### src/rtl/tmr_pkg.sv
package tmr_pkg;
  localparam int unsigned OFF_CLK  = 'h00;
  localparam int unsigned OFF_CTL  = 'h0C;
  localparam int unsigned OFF_CNT  = 'h18;
  localparam int unsigned OFF_IVAL = 'h24;
  localparam int unsigned OFF_ST   = 'h54;
  localparam int unsigned OFF_IE   = 'h60;
  localparam int unsigned CH_STRIDE = 4;

  localparam int unsigned NFLAG  = 6;
  localparam int unsigned FL_IVL = 0;
  localparam int unsigned FL_OVF = 1;

  localparam int unsigned EXPW = 4;
  localparam logic [5:0] CTL_RESET = 6'h21;
endpackage

### src/rtl/tmr_prescale.sv
module tmr_prescale #(
  parameter int unsigned EXPW = 4
) (
  input  logic            clk,
  input  logic            rst_ni,
  input  logic            src_sel,
  input  logic            ext_tick,
  input  logic            pre_en,
  input  logic [EXPW-1:0] pre_exp,
  input  logic            run,
  input  logic            clr,
  output logic            tick
);
  localparam int unsigned PW = (1 << EXPW) + 1;

  logic [PW-1:0] pc_q, pc_d, div_m1;
  logic          adv;

  always_comb begin
    div_m1 = (PW'(2) << pre_exp) - PW'(1);
    adv    = run && (src_sel ? ext_tick : 1'b1);
    tick   = adv && (!pre_en || (pc_q >= div_m1));
    pc_d   = pc_q;
    if (clr)
      pc_d = '0;
    else if (adv && pre_en)
      pc_d = tick ? '0 : pc_q + PW'(1);
  end

  always_ff @(posedge clk or negedge rst_ni) begin
    if (!rst_ni) pc_q <= '0;
    else         pc_q <= pc_d;
  end

  // with the external source chosen, no tick without ext_tick
  p_src_gate_r4: assert property (@(posedge clk) disable iff (!rst_ni)
    (src_sel && !ext_tick) |-> !tick);

  // a prescaled tick is never followed by another in the next cycle
  p_div_gap_r3: assert property (@(posedge clk) disable iff (!rst_ni)
    (tick && pre_en) |=> !(tick && pre_en));
endmodule

### src/rtl/tmr_count.sv
module tmr_count #(
  parameter int unsigned WIDTH = 16
) (
  input  logic             clk,
  input  logic             rst_ni,
  input  logic             tick,
  input  logic             clr,
  input  logic             ival_mode,
  input  logic [WIDTH-1:0] ival,
  output logic [WIDTH-1:0] cnt,
  output logic             iv_evt,
  output logic             ov_evt
);
  logic [WIDTH-1:0] cnt_q, cnt_d;
  logic             step;

  always_comb begin
    step   = tick && !clr;
    iv_evt = step && ival_mode && (cnt_q == ival);
    ov_evt = step && !ival_mode && (&cnt_q);
    cnt_d  = cnt_q;
    if (clr)
      cnt_d = '0;
    else if (iv_evt)
      cnt_d = '0;
    else if (step)
      cnt_d = cnt_q + WIDTH'(1);
  end

  always_ff @(posedge clk or negedge rst_ni) begin
    if (!rst_ni) cnt_q <= '0;
    else         cnt_q <= cnt_d;
  end

  assign cnt = cnt_q;

  // an interval event returns the count to zero
  p_wrap_zero_r7: assert property (@(posedge clk) disable iff (!rst_ni)
    iv_evt |=> (cnt == '0));

  // an overflow event leaves the count at zero
  p_roll_zero_r8: assert property (@(posedge clk) disable iff (!rst_ni)
    ov_evt |=> (cnt == '0));

  // a restart request zeroes the count
  p_restart_r6: assert property (@(posedge clk) disable iff (!rst_ni)
    clr |=> (cnt == '0));
endmodule

### src/rtl/tmr_irq.sv
module tmr_irq #(
  parameter int unsigned NB = 6
) (
  input  logic          clk,
  input  logic          rst_ni,
  input  logic [NB-1:0] evt,
  input  logic          rd_clr,
  input  logic [NB-1:0] ie,
  output logic [NB-1:0] st,
  output logic          irq
);
  logic [NB-1:0] st_q, st_d;

  always_comb begin
    st_d = (rd_clr ? '0 : st_q) | evt;
  end

  always_ff @(posedge clk or negedge rst_ni) begin
    if (!rst_ni) st_q <= '0;
    else         st_q <= st_d;
  end

  assign st  = st_q;
  assign irq = |(st_q & ie);

  // a fresh event is always latched, even during a clearing read
  p_evt_wins_r10: assert property (@(posedge clk) disable iff (!rst_ni)
    (|evt) |=> ((st & $past(evt)) == $past(evt)));

  // a read with no new event leaves status empty
  p_clear_read_r9: assert property (@(posedge clk) disable iff (!rst_ni)
    (rd_clr && (evt == '0)) |=> (st == '0));
endmodule

### src/rtl/tmr_chan.sv
module tmr_chan
  import tmr_pkg::*;
#(
  parameter int unsigned WIDTH  = 16,
  parameter int unsigned CH_IDX = 0,
  parameter int unsigned AW     = 8
) (
  input  logic             clk,
  input  logic             rst_n,
  input  logic             wr_en,
  input  logic             rd_en,
  input  logic [AW-1:0]    addr,
  input  logic [WIDTH-1:0] wdata,
  output logic [WIDTH-1:0] rdata,
  input  logic             ext_tick,
  output logic             irq
);
  localparam int unsigned BASE = CH_STRIDE * CH_IDX;
  localparam logic [AW-1:0] A_CLK  = AW'(OFF_CLK  + BASE);
  localparam logic [AW-1:0] A_CTL  = AW'(OFF_CTL  + BASE);
  localparam logic [AW-1:0] A_CNT  = AW'(OFF_CNT  + BASE);
  localparam logic [AW-1:0] A_IVAL = AW'(OFF_IVAL + BASE);
  localparam logic [AW-1:0] A_ST   = AW'(OFF_ST   + BASE);
  localparam logic [AW-1:0] A_IE   = AW'(OFF_IE   + BASE);

  // reset: asynchronous assert, synchronous release
  logic rst_meta, rst_q;
  always_ff @(posedge clk or negedge rst_n) begin
    if (!rst_n) begin
      rst_meta <= 1'b0;
      rst_q    <= 1'b0;
    end else begin
      rst_meta <= 1'b1;
      rst_q    <= rst_meta;
    end
  end

  logic [5:0]       clk_q, clk_d, ctl_q, ctl_d, ie_q, ie_d;
  logic [WIDTH-1:0] ival_q, ival_d, cnt;
  logic [NFLAG-1:0] st, evt;
  logic             hit_clk, hit_ctl, hit_cnt, hit_ival, hit_st, hit_ie;
  logic             cnt_clr, rd_clr, tick, iv_evt, ov_evt;

  always_comb begin
    hit_clk  = (addr == A_CLK);
    hit_ctl  = (addr == A_CTL);
    hit_cnt  = (addr == A_CNT);
    hit_ival = (addr == A_IVAL);
    hit_st   = (addr == A_ST);
    hit_ie   = (addr == A_IE);

    clk_d  = (wr_en && hit_clk)  ? wdata[5:0] : clk_q;
    ctl_d  = (wr_en && hit_ctl)  ? {wdata[5], 1'b0, wdata[3:0]} : ctl_q;
    ie_d   = (wr_en && hit_ie)   ? wdata[5:0] : ie_q;
    ival_d = (wr_en && hit_ival) ? wdata : ival_q;

    cnt_clr = wr_en && hit_ctl && wdata[4];
    rd_clr  = rd_en && hit_st;
  end

  always_ff @(posedge clk or negedge rst_q) begin
    if (!rst_q) begin
      clk_q  <= '0;
      ctl_q  <= CTL_RESET;
      ie_q   <= '0;
      ival_q <= '1;
    end else begin
      clk_q  <= clk_d;
      ctl_q  <= ctl_d;
      ie_q   <= ie_d;
      ival_q <= ival_d;
    end
  end

  tmr_prescale #(.EXPW(EXPW)) u_pre (
    .clk      (clk),
    .rst_ni   (rst_q),
    .src_sel  (clk_q[5]),
    .ext_tick (ext_tick),
    .pre_en   (clk_q[0]),
    .pre_exp  (clk_q[4:1]),
    .run      (!ctl_q[0]),
    .clr      (cnt_clr),
    .tick     (tick)
  );

  tmr_count #(.WIDTH(WIDTH)) u_cnt (
    .clk       (clk),
    .rst_ni    (rst_q),
    .tick      (tick),
    .clr       (cnt_clr),
    .ival_mode (ctl_q[1]),
    .ival      (ival_q),
    .cnt       (cnt),
    .iv_evt    (iv_evt),
    .ov_evt    (ov_evt)
  );

  always_comb begin
    evt         = '0;
    evt[FL_IVL] = iv_evt;
    evt[FL_OVF] = ov_evt;
  end

  tmr_irq #(.NB(NFLAG)) u_irq (
    .clk    (clk),
    .rst_ni (rst_q),
    .evt    (evt),
    .rd_clr (rd_clr),
    .ie     (ie_q),
    .st     (st),
    .irq    (irq)
  );

  always_comb begin
    rdata = '0;
    if (rd_en) begin
      if (hit_clk)       rdata = WIDTH'(clk_q);
      else if (hit_ctl)  rdata = WIDTH'(ctl_q);
      else if (hit_cnt)  rdata = cnt;
      else if (hit_ival) rdata = ival_q;
      else if (hit_st)   rdata = WIDTH'(st);
      else if (hit_ie)   rdata = WIDTH'(ie_q);
    end
  end

  // a stopped counter keeps its value unless restarted
  p_hold_r5: assert property (@(posedge clk) disable iff (!rst_q)
    (ctl_q[0] && !cnt_clr) |=> $stable(cnt));

  // no interrupt while the enable register is empty
  p_irq_masked_r11: assert property (@(posedge clk) disable iff (!rst_q)
    (ie_q == '0) |-> !irq);
endmodule

### config.mk
export PLATFORM = sky130hd
export DESIGN_NAME = tmr_chan
export DESIGN_NICKNAME = d
export VERILOG_FILES = /design/src/rtl/tmr_pkg.sv /design/src/rtl/tmr_prescale.sv /design/src/rtl/tmr_count.sv /design/src/rtl/tmr_irq.sv /design/src/rtl/tmr_chan.sv
export SDC_FILE = /design/constraint.sdc
export NUM_CORES = 1
export LEC_CHECK = 0
export BUFFER_PORTS_ARGS = -buffer_cell sky130_fd_sc_hd__buf_2
export CORE_ASPECT_RATIO = 1.75
export CORE_MARGIN = 1
export CORE_UTILIZATION = 55
export CTS_BUF_LIST = sky130_fd_sc_hd__clkbuf_8
export CTS_CLUSTER_SIZE = 12
export DETAILED_ROUTE_END_ITERATION = 10
export GPL_TIMING_DRIVEN = 0
export PLACE_DENSITY = 0.78
export SLEW_MARGIN = 15
export SYNTH_ARGS = -nofsm -noshare
export SYNTH_HDL_FRONTEND = slang
export SYNTH_SLANG_ARGS = --single-unit
### constraint.sdc
create_clock -name clk -period 1.9 [get_ports clk]
set_input_delay 0.095 -clock clk [delete_from_list [all_inputs] [get_ports clk]]
set_output_delay 0.095 -clock clk [all_outputs]
set_load 0.02 [all_outputs]
==> results.json, run 1 <==
{
  "first_pass_iters": 6,
  "finalSetupTns_ns": -55.61,
  "synthFlopType": "dfrtp_1",
  "grt_max_degree": 41,
  "yosys-top-cells-area": "dfrtp_1 29%, dfstp_2 11%, mux2_2 8.4%, ha_1 5.4%, xnor2_1 4.3%",
  "worst_slack_ns": -1.75,
  "criticalPathCategory": "reg -> reg",
  "fin_nets": 606,
  "via_per_inst": 6.30,
  "coreArea_mm2": 0.00786,
  "start_util": 0.565,
  "r2r_cells": 15,
  "area_delta_synth_final_pct": 25.8,
  "synth_warnings": 0,
  "hold_path_end": "clk_q[1]",
  "crit_path_cell_trace": "or2_4 -> or3_4 -> ha_4 -> buf_8 -> xor2_2 -> nor2_1 -> a21oi_1 -> ha_1 -> nand2_2 -> nor4_4 -> o2111ai_2 -> a311o_1 -> buf_6 -> a21o_1 -> a32o_2",
  "grt_use_total": 0.294,
  "ios": 46,
  "synth_most_common_cell": "dfrtp_1",
  "required_ns": 2.15,
  "peakVddDrop_uv": 637,
  "seq_area_mm2": 0.00178,
  "slew_viol_final": 0,
  "h-tree-depth": 3,
  "clk_latency_ns": 0.36,
  "netlist.area_leader.share": 0.293,
  "dp_hpwl_um": 8620,
  "antenna_found_initial": 0,
  "netlist_area_mm2": 0.00444,
  "grt_pass1_vias": 4163,
  "die_y_um": 121,
  "synth_top_cell_by_area": "dfrtp_1",
  "ys_types": 56,
  "r2r-end": "u_cnt.cnt[7]",
  "r2r_setup_slack_ns": -1.75,
  "startpoint_type": "flop",
  "antenna_cells": 0,
  "cts_max_path_buffers": 2,
  "cp-end-kind": "flop",
  "max_slew.worst_pin.slew_ns": 0.596,
  "syn_avg_cell_area_um2": 9.43,
  "hp-class": "in -> reg",
  "fill_cells": 555,
  "p_leak_nw": 2.34,
  "crit_family": "simple AND/OR/NAND/NOR gates",
  "drt_iter0_drc": 282,
  "multiInputGateArea_mm2": 0.00275,
  "skew_ns": 0.00759,
  "violations": "negative setup slack",
  "max_stage_delay_ns": 0.45,
  "setup_viol": 35,
  "ys_async_sr_fraction": 1.00,
  "design_area_mm2": 0.00559,
  "gp_routability_congestion": 0.996,
  "seq_area_frac_synth": 0.399,
  "grt_pass1_wl_um": 19400,
  "vias": 4117,
  "fin_hold_ws_ns": 0.0158,
  "ant_nets": 0,
  "min_period_ns": 3.65,
  "rsz0062_at_grt": "true",
  "status": "finished with violations",
  "drt_wl_total_um": 12700,
  "relSlewSlack": 0.602,
  "numCtsBuffers": 9,
  "synth_common_cells": "52 x dfrtp_1, 46 x nand2_1, 46 x nor2_1, 33 x mux2_2, 24 x a21oi_1",
  "drc": 0,
  "path_buf_inv": 2,
  "cts_root_buf": "clkbuf_8",
  "dieArea_mm2": 0.00845,
  "r2r_start": "clk_q[1]",
  "hold_depth": 2,
  "drive_above_1_share": 0.364,
  "clkSinkCount": 70,
  "arrival_ns": 3.90,
  "place_area_mm2": 0.00486,
  "grt_overflow": 0,
  "hp-start": "wdata[1]",
  "period_share": 1.92,
  "synth_edf_count": 0,
  "die_x_um": 69.9,
  "p_per_area_mw_per_mm2": 795,
  "io_buffers": 45,
  "synth-seq-cells": 70,
  "netlist_instances": 471,
  "maxCapViolCount": 0,
  "placementRows": 43,
  "cts_tree": "yes",
  "cp_slowest_cell": "a311o_1",
  "final_hold_viol_count": 0,
  "fmax_ghz": 0.274,
  "path_clk_slew_ns": 0.08,
  "crit_fanout": 8,
  "wl_per_cell_um": 19.4
}
==> state kept, by name, indices dropped and copies added (netlist names) <==
name and cells:
u_irq.st 2, u_cnt.cnt 16, u_pre.pc_q 17, ctl_q 5
rst_q 1, ie_q 6, rst_meta 1, clk_q 6
ival_q 16
==> logic make-up (layout without fill, tap and decap cells) <==
kind of cell | count (synthesis) | after routing | share of synthesized area
fa+ha+maj | 19 | 19 | 0.0535
simple gates | 188 | 189 | 0.216
buf+inv | 34 | 124 | 0.0330
other cells | 1 | 2 | 0.000844
xor+xnor | 33 | 33 | 0.0651
mux | 33 | 33 | 0.0837
flops | 70 | 70 | 0.399
compound gates | 93 | 93 | 0.149
==> cells in the final DEF, fill, tap and decap left out, types with 3 or more instances in the layout <==
master         instances
a21o_1                 5
a21oi_1               20
a21oi_2                4
a221oi_1               6
a22oi_1               16
a32o_1                 8
and2_1                 6
and3_1                 5
and3_4                 3
buf_2                 50
buf_4                 14
buf_6                  9
clkbuf_1               9
clkbuf_2               3
clkbuf_8              11
dfrtp_1               50
dfstp_2               18
dlygate4sd3_1         11
ha_1                  18
inv_1                  6
mux2_2                33
nand2_1               43
nand2_2                4
nand3_1               17
nand4_1               15
nor2_1                32
nor2_2                14
nor2b_1                4
nor3_1                 9
nor4_1                 5
o21ai_0                5
o21ai_1                3
o21ai_2                4
o22ai_1                5
or3_1                  6
xnor2_1               22
xor2_1                10
==> power by group <==
group	total, mW	switching (mW)	internal [mW]
logic	1.18	0.623	0.553
registers	1.87	0.213	1.66
clock network	1.40	0.616	0.783
total	4.44	1.45	2.99
==> through the flow <==
stage	power [mW]	util	cells	setup slack, ns
floorplan	2.52	-	472	-1.55
global placement	2.78	0.616	607	-1.89
detailed placement	2.81	0.619	608	-1.92
CTS	4.29	0.678	642	-1.71
global route	4.62	0.711	653	-1.89
finish	4.44	0.711	653	-1.75
==> worst max-delay path by stage <==
stage                     startpoint           end  cells past startpoint
after global routing        clk_q[1]  u_cnt.cnt[7]                     14
after CTS                   clk_q[2]  u_cnt.cnt[7]                     14
after detailed placement    clk_q[4]  u_cnt.cnt[7]                     17
after global placement      clk_q[4]  u_cnt.cnt[7]                     17
after floorplan             clk_q[2]  u_cnt.cnt[7]                     15
final                       clk_q[1]  u_cnt.cnt[7]                     15
==> final cells by class <==
class                      instances  share of cell area
buffer                            23              0.0231
timing repair buffer              79               0.101
clock inverter                     6              0.0168
inverter                           6             0.00403
tap                               90              0.0202
clock buffer                      10              0.0246
multi-input combinational        369               0.492
sequential                        70               0.318
==> per-layer routing <==
metal  global-route usage  part of all wire  vias up
met2                0.579              0.57      165
met1                0.280              0.34     1998
li1                     -                 -     1890
met4                0.169             0.052        0
met5                    0                 0        -
met3               0.0424             0.044       64
==> repair_timing <==
item,in CTS,in global routing
endpoints found under the setup margin,50,47
hold endpoints to repair,12,0
buffers inserted,11,10
cloned,0,2
hold buffers,11,0
pin swaps,19,23
gates resized for setup,16,47
Power figures use the tool's default switching activity.
==> inputs of run 2 (changes only) <==
CORE_MARGIN = 5   (was 1)
==> run 2 against run 1 <==
First-iteration DRC count shrank 13%. Sequential power is essentially flat. Critical path depth grew 1. Fmax shrank 1.1%. Highest routed layer unchanged. Core utilization grew 0.92 points. Critical path type unchanged. The run still ends with negative setup slack left.
==> results.json, run 2 (synthesized netlist as in run 1, its figures left out) <==
{
  "top_register": "u_pre.pc_q",
  "drc": 0,
  "cp-end-kind": "flop",
  "peakVddDrop_uv": 691,
  "ant_nets": 0,
  "pwr-share-comb": 0.266,
  "final_common_cell": "dfrtp_1",
  "h-tree-depth": 3,
  "skew_ns": 0.00697,
  "ios": 46,
  "status": "finished with violations",
  "via_per_inst": 6.40,
  "r2r_cells": 16,
  "fin_hold_ws_ns": 0.0272,
  "dieArea_mm2": 0.0100,
  "startpoint_type": "flop",
  "grt_use_total": 0.255,
  "arrival_ns": 3.93,
  "hold_depth": 2,
  "grt_max_degree": 40,
  "r2r_start": "clk_q[2]",
  "rsz0062_at_grt": "true",
  "cts_tree": "yes",
  "p_per_area_mw_per_mm2": 795,
  "slew_viol_final": 0,
  "cts_root_buf": "clkbuf_8",
  "multiInputGateArea_mm2": 0.00283,
  "numCtsBuffers": 9,
  "mostFrequentLayoutCells": "50 x dfrtp_1, 47 x buf_2, 41 x nand2_1, 34 x nor2_1, 33 x mux2_2",
  "area_delta_synth_final_pct": 28.3,
  "period_share": 1.94,
  "coreArea_mm2": 0.00791,
  "violations": "negative setup slack",
  "drt_wl_total_um": 13000,
  "start_util": 0.562,
  "relSlewSlack": 0.590,
  "crit_fanout": 7,
  "swShare": 0.317,
  "maxCapViolCount": 0,
  "final_cells": 655,
  "final_hold_viol_count": 0,
  "fill_cells": 564,
  "pre_cts_ws_ns": -2.03,
  "r2r_setup_slack_ns": -1.79,
  "first_pass_iters": 5,
  "clk_latency_ns": 0.36,
  "io_buffers": 45,
  "internal-power_mw": 3.10,
  "wl_per_cell_um": 19.8,
  "antenna_found_initial": 0,
  "r2r-end": "u_cnt.cnt[4]",
  "clkPwrFrac": 0.322,
  "grt_overflow": 0,
  "dp.cells": 608,
  "grt_pass1_vias": 4212,
  "grt_pass1_wl_um": 20200,
  "cp-startpoint": "clk_q[2]",
  "setup_viol": 35,
  "vias": 4194,
  "die_y_um": 129,
  "drive_above_1_share": 0.379,
  "p_switching_mw": 1.44,
  "path_clk_slew_ns": 0.07,
  "worst_slack_ns": -1.79,
  "sequentialPowerShare": 0.412,
  "criticalPathCategory": "reg -> reg",
  "hp-start": "wdata[3]",
  "antenna_cells": 0,
  "largest_register_ffs": 17,
  "place_area_mm2": 0.00486,
  "drt_iter0_drc": 245,
  "hold_path_end": "ctl_q[3]",
  "max_slew.worst_pin.slew_ns": 0.614,
  "placementRows": 43,
  "fin_nets": 608,
  "cts_max_path_buffers": 2,
  "fmax_ghz": 0.271,
  "hp-class": "in -> reg",
  "design_area_mm2": 0.00570,
  "min_period_ns": 3.69,
  "total_power_mw": 4.53,
  "required_ns": 2.14,
  "dp_hpwl_um": 9060,
  "p_leak_nw": 2.38,
  "die_x_um": 77.9,
  "clkSinkCount": 70,
  "gp_routability_congestion": 0.880,
  "seq_area_mm2": 0.00178
}
==> run 2: layout make-up <==
cell class,count,area share
multi-input combinational,369,0.497
sequential,70,0.312
timing repair buffer,81,0.104
clock buffer,9,0.0217
buffer,23,0.0213
clock inverter,7,0.0198
tap,90,0.0198
inverter,6,0.00395
==> run 2: through the flow <==
stage,util,TNS [ns]
floorplan,-,-44.64
global placement,0.611,-62.27
detailed placement,0.614,-68.82
CTS,0.682,-55.22
global route,0.721,-59.40
finish,0.721,-56.64
==> run 2: power groups by stage <==
stage	Combinational (mW)	Clock (mW)	Sequential (mW)
global route	1.30	1.53	1.89
finish	1.21	1.46	1.87
detailed placement	0.944	0	1.88
floorplan	0.705	0	1.82
CTS	1.05	1.48	1.85
global placement	0.897	0	1.89
==> run 2: metal layers <==
layer	share of wire	wire length (um)	GRT usage
met1	0.35	4490	0.261
met2	0.55	7060	0.463
met3	0.053	682	0.0511
met4	0.055	716	0.161
met5	0	0	0
==> run 2: worst max path at each step <==
stage	slack, ns	end	depth (start not counted)
6_report	-1.79	u_cnt.cnt[4]	16
5_1_grt	-1.87	u_cnt.cnt[4]	16
4_1_cts	-1.81	u_cnt.cnt[6]	15
3_5_place_dp	-2.03	u_cnt.cnt[12]	17
3_3_place_gp	-1.86	u_cnt.cnt[15]	17
2_1_floorplan	-1.55	u_cnt.cnt[7]	15
==> run 2: critical path, cell delays in order, from the launching register on <==
cell	delay (ns)
dfrtp_1	0.41
or2_4	0.25
or3_4	0.35
ha_4	0.19
buf_6	0.13
xor2_1	0.13
nor2_1	0.11
a21oi_1	0.06
ha_1	0.30
nand2_2	0.08
nor4_4	0.34
buf_4	0.18
nand2_4	0.05
a311o_1	0.42
buf_4	0.17
a21o_1	0.14
a32o_1	0.24
==> run 2: repair_timing <==
action                                  4_1_cts  5_1_grt
buffers inserted                             13       10
gates resized for setup                      28       58
pin swaps                                    13       28
endpoints found under the setup margin       51       49
hold buffers                                 11        0
hold endpoints to repair                     12        0
cloned                                        0        2
